==> src/rtl/evod_pkg.sv <==
package evod_pkg;

    localparam int STATE_W     = 3;
    localparam int RECOVER_MAX = 5;
    localparam int RUN_W       = $clog2(RECOVER_MAX + 2) + 1;

    typedef enum logic [STATE_W-1:0] {
        ST_ZERO  = 3'd0,
        ST_ONE   = 3'd1,
        ST_TWO   = 3'd2,
        ST_THREE = 3'd3,
        ST_FOUR  = 3'd4,
        ST_FIVE  = 3'd5,
        ST_SIX   = 3'd6,
        ST_SEVEN = 3'd7
    } cnt_state_t;

    typedef enum logic {
        MODE_EVEN_UP  = 1'b0,
        MODE_ODD_DOWN = 1'b1
    } mode_t;

endpackage

==> src/rtl/evod_next_state.sv <==
module evod_next_state
    import evod_pkg::*;
(
    input  mode_t      mode,
    input  cnt_state_t cur,
    output cnt_state_t nxt
);

    logic hi, mid, lo;
    logic n_hi, n_mid, n_lo;

    assign hi  = cur[2];
    assign mid = cur[1];
    assign lo  = cur[0];

    always_comb begin
        unique case (mode)
            MODE_EVEN_UP:  n_hi = hi ^ mid;
            MODE_ODD_DOWN: n_hi = (hi & mid) | ~lo;
            default:       n_hi = 1'b0;
        endcase
        n_mid = ~mid & (hi | ~lo);
        n_lo  = (mode == MODE_ODD_DOWN) & (hi | mid | ~lo);
        nxt   = cnt_state_t'({n_hi, n_mid, n_lo});
    end

endmodule

==> src/rtl/evod_state_reg.sv <==
module evod_state_reg
    import evod_pkg::*;
(
    input  logic       clk,
    input  logic       rst,
    input  cnt_state_t d,
    output cnt_state_t q
);

    always_ff @(posedge clk) begin
        if (rst) q <= ST_ZERO;
        else     q <= d;
    end

endmodule

==> src/rtl/evod_counter.sv <==
module evod_counter
    import evod_pkg::*;
(
    input  logic               clk,
    input  logic               rst,
    input  logic               mode,
    output logic [STATE_W-1:0] count
);

    cnt_state_t state_q;
    cnt_state_t state_d;
    mode_t      mode_sel;

    assign mode_sel = mode_t'(mode);

    evod_next_state u_next (
        .mode (mode_sel),
        .cur  (state_q),
        .nxt  (state_d)
    );

    evod_state_reg u_reg (
        .clk (clk),
        .rst (rst),
        .d   (state_d),
        .q   (state_q)
    );

    always_comb begin
        count = state_q;
    end

    // Recovery monitor: edges taken from a nonzero count under an unchanged mode
    logic [RUN_W-1:0] run_q;
    logic             last_mode_q;

    always_ff @(posedge clk) begin
        last_mode_q <= mode;
        if (rst || state_q == ST_ZERO)  run_q <= '0;
        else if (mode != last_mode_q)   run_q <= RUN_W'(1);
        else if (run_q != '1)           run_q <= run_q + RUN_W'(1);
    end

    assert_reset_zero_R1: assert property (@(posedge clk)
        rst |=> count == 3'd0);

    assert_even_step_R2: assert property (@(posedge clk) disable iff (rst)
        (!mode && !count[0]) |=> count == $past(count) + 3'd2);

    assert_odd_step_R3: assert property (@(posedge clk) disable iff (rst)
        (mode && count[0] && count != 3'd1) |=> count == $past(count) - 3'd2);

    assert_odd_wrap_top_R3: assert property (@(posedge clk) disable iff (rst)
        (mode && count == 3'd0) |=> count == 3'd7);

    assert_odd_wrap_zero_R3: assert property (@(posedge clk) disable iff (rst)
        (mode && count == 3'd1) |=> count == 3'd0);

    assert_lsb_clear_R8: assert property (@(posedge clk) disable iff (rst)
        !mode |=> !count[0]);

    assert_recover_bound_R7: assert property (@(posedge clk) disable iff (rst)
        run_q <= RUN_W'(RECOVER_MAX));

endmodule

==> config.mk <==
export PLATFORM = sky130hd
export DESIGN_NAME = evod_counter
export DESIGN_NICKNAME = d
export VERILOG_FILES = /design/src/rtl/evod_pkg.sv /design/src/rtl/evod_next_state.sv /design/src/rtl/evod_state_reg.sv /design/src/rtl/evod_counter.sv
export SDC_FILE = /design/constraint.sdc
export NUM_CORES = 1
export LEC_CHECK = 0
export ABC_AREA = 1
export BUFFER_PORTS_ARGS = -buffer_cell sky130_fd_sc_hd__buf_4
export CAP_MARGIN = 20
export CORE_AREA = 5 5 42 44
export CTS_CLUSTER_DIAMETER = 40
export DETAILED_ROUTE_END_ITERATION = 10
export DIE_AREA = 0 0 47 49
export GPL_TIMING_DRIVEN = 0
export PLACE_DENSITY_LB_ADDON = 0.25
export SYNTH_ARGS = -nofsm -noshare
export SYNTH_HDL_FRONTEND = slang
export SYNTH_SLANG_ARGS = --single-unit
==> constraint.sdc <==
create_clock -name clk -period 1.2 [get_ports clk]
set_input_delay 0.18 -clock clk [delete_from_list [all_inputs] [get_ports clk]]
set_output_delay 0.18 -clock clk [all_outputs]
set_load 0.05 [all_outputs]
==> impl_metrics.py <==
metrics = {
    "cts": {
        "cts_resized": 0,
        "htree_levels": 1,
        "cts_buffer_depth": 2,
        "hold_buffers": 0,
        "path_clk_slew_ns": 0.04,
        "cts_buffers": 3,
        "cts_setup_buffers": 0,
        "clk-insertion-delay-late_ns": 0.23,
        "cts_tree": "done",
        "clockRootBuffer": "clkbuf_4",
        "clkSinkCount": 3,
    },
    "synth": {
        "synth.net_count": 21,
        "synth_top_flop_cell": "dfxtp_1",
        "synth_common_cells": "dfxtp_1 (3), inv_1 (3), nand2_1 (3)",
        "ys_seq_area_share_pct": 46.2,
        "synth_compound_area_share_pct": 11.5,
        "synth_xor_area_share_pct": 0,
        "syn_area_per_cell_um2": 8.13,
        "synthCells": 16,
        "synth_warnings": 0,
        "synth_top_area_share_pct": 46.2,
        "syn_area_um2": 130,
        "synthAdderAreaFrac_pct": 19.2,
        "synthTopCellsByArea": "dfxtp_1 (46%), ha_1 (19%), inv_1 (8.7%)",
        "synth-edff-count": 0,
        "muxShareOfSynthArea_pct": 0,
        "synth.distinct_cells": 7,
        "synth_largest_area_cell": "dfxtp_1",
        "synth_top_family_by_area": "adder cells",
        "yosys.area_share.simple_pct": 14.4,
        "synth-seq-cells": 3,
        "async_reset_ff_share_pct": 0,
    },
    "power": {
        "p_int_mw": 0.259,
        "p_leak_nw": 0.111,
        "powerDensity_nw_per_um2": 1700,
        "combPwrFrac_pct": 19.7,
        "p_seq_share_pct": 32.0,
        "irDropWorstVdd_mv": 0.252,
        "clock_power_share_pct": 48.3,
        "switching_share_pct": 29.6,
        "finalPower_mw": 0.369,
        "p_switching_mw": 0.109,
    },
    "floorplanning": {
        "die_w_um": 47,
        "num_rows": 14,
        "design.core.area_um2": 1400,
        "io_pins": 6,
        "die-area_um2": 2300,
        "die_y_um": 49,
        "initial_utilization_pct": 9.29,
    },
    "global_route": {
        "antenna_found_initial": 0,
        "track_usage_pct": 3.52,
        "grt_max_degree": 5,
        "grt_pass1_wl_um": 476,
        "grt-ovfl-total": 0,
        "grt_pass1_vias": 130,
    },
    "timing": {
        "skew_ns": 0.00417,
        "hold_viol_final": 0,
        "min_period_ns": 1.01,
        "final_max_slew_viol_count": 0,
        "fin_crit_sh_pct": 84.2,
        "rsz0062_at_grt": "no",
        "fin_ws_ns": 0.189,
        "worst_pin_slew_ns": 0.157,
        "max_freq_mhz": 989,
        "setup_viol_count_final": 0,
        "tns_ns": 0,
        "max_slew_margin_pct": 89.4,
    },
    "detailed_routing": {
        "first_iter_violations": 0,
        "ant_nets": 0,
        "firstDrtPassIters": 1,
        "wirelength_um": 302,
        "via_count": 130,
        "drc": 0,
        "wl_per_cell_um": 7.37,
        "viasPerCell": 3.17,
    },
    "setup_path": {
        "end_kind": "primary output",
        "worst_path_max_delay_cell": "dfxtp_1",
        "worstSetupStartpointType": "flop",
        "crit_chain": "buf_4",
        "slowest_delay_ns": 0.37,
        "crit_family": "flip-flops",
        "cp_max_fo": 4,
        "crit_required_ns": 1.02,
        "critPathBufInv": 1,
        "worstSetupPathType": "flop to primary output",
        "arrival_ns": 0.83,
    },
    "placed_design": {
        "dp.cells": 37,
        "io_buffers": 5,
        "place.gp.congestion": 0.652,
        "dp_slack_ns": 0.202,
        "place_area_um2": 190,
    },
    "flow_run": {
        "drv_cap": 0,
    },
    "cells_and_area": {
        "syn2layout_area_growth_pct": 66.3,
        "final_nets": 31,
        "reg_top3": "u_reg.q: 3 flops",
        "final_cells": 41,
        "drive_gt1_share_pct": 40.0,
        "regMostFlops": "u_reg.q",
        "postLayoutCellArea_um2": 216,
        "antenna_cells": 0,
        "n_fill_cell": 166,
        "largest_reg_flops": 3,
    },
    "worst_hold_path": {
        "hp-class": "input port to flop",
    },
    "status": {
        "status": "completed",
    },
}
==> per-stage QoR <==
stage	hold slack (ns)	util, %
detailed placement	0.442	13.6
CTS	0.189	15.4
global route	0.200	15.4
finish	0.197	15.4
global placement	0.434	13.6
floorplan	0.303	-
==> layout by cell type (no fill, tap or decap) <==
master    count
a21oi_1       2
buf_4         5
clkbuf_1      1
clkbuf_4      3
dfxtp_1       1
dfxtp_2       2
ha_1          2
inv_1         3
nand2_1       3
nor2_1        2
o21ai_0       1
==> power by group through the flow <==
stage	sequential, mW	combinational [mW]	clock (mW)
after global placement	0.119	0.0711	0
after global routing	0.119	0.0796	0.198
after detailed placement	0.120	0.0732	0
after floorplan	0.150	0.0169	0
after CTS	0.118	0.0739	0.190
final	0.118	0.0727	0.178
==> kinds of logic (layout without fill, tap and decap cells) <==
kind of cell	Yosys count	in the layout
AOI/OAI and AO/OA	3	3
adders and majority gates	2	2
DFF	3	3
buffers and inverters	3	12
and+or+nand+nor	5	5
==> layer usage <==
| layer | vias up | wire length [um] | track usage [%] |
|---|---|---|---|
| li1 | 68 | - | - |
| met1 | 54 | 132 | 3.08 |
| met2 | 6 | 110 | 3.17 |
| met3 | 2 | 55 | 3.69 |
| met4 | 0 | 4 | 5.53 |
| met5 | - | 0 | 0 |
==> area by class of cell <==
class | instances | area [um^2] | share of cell area, %
inverters | 3 | 11.3 | 5.20
repair buffers | 5 | 37.5 | 17.3
multi-input cells | 10 | 58.8 | 27.2
clock buffers | 4 | 26.3 | 12.1
flip-flops and latches | 3 | 62.6 | 28.9
well taps | 16 | 20.0 | 9.25
==> final timing paths <==
| kind | startpoint | end | slack, ns | cells past startpoint |
|---|---|---|---|---|
| max | u_reg.q[0]$_SDFF_PP0_ | count[0] | 0.19 | 1 |
| min | mode | u_reg.q[0]$_SDFF_PP0_ | 0.20 | 3 |
| max reg2reg | u_reg.q[1]$_SDFF_PP0_ | u_reg.q[2]$_SDFF_PP0_ | 0.21 | 4 |
| min reg2reg | u_reg.q[0]$_SDFF_PP0_ | u_reg.q[0]$_SDFF_PP0_ | 0.49 | 1 |
No activity file was read; power rests on OpenSTA's default activity.
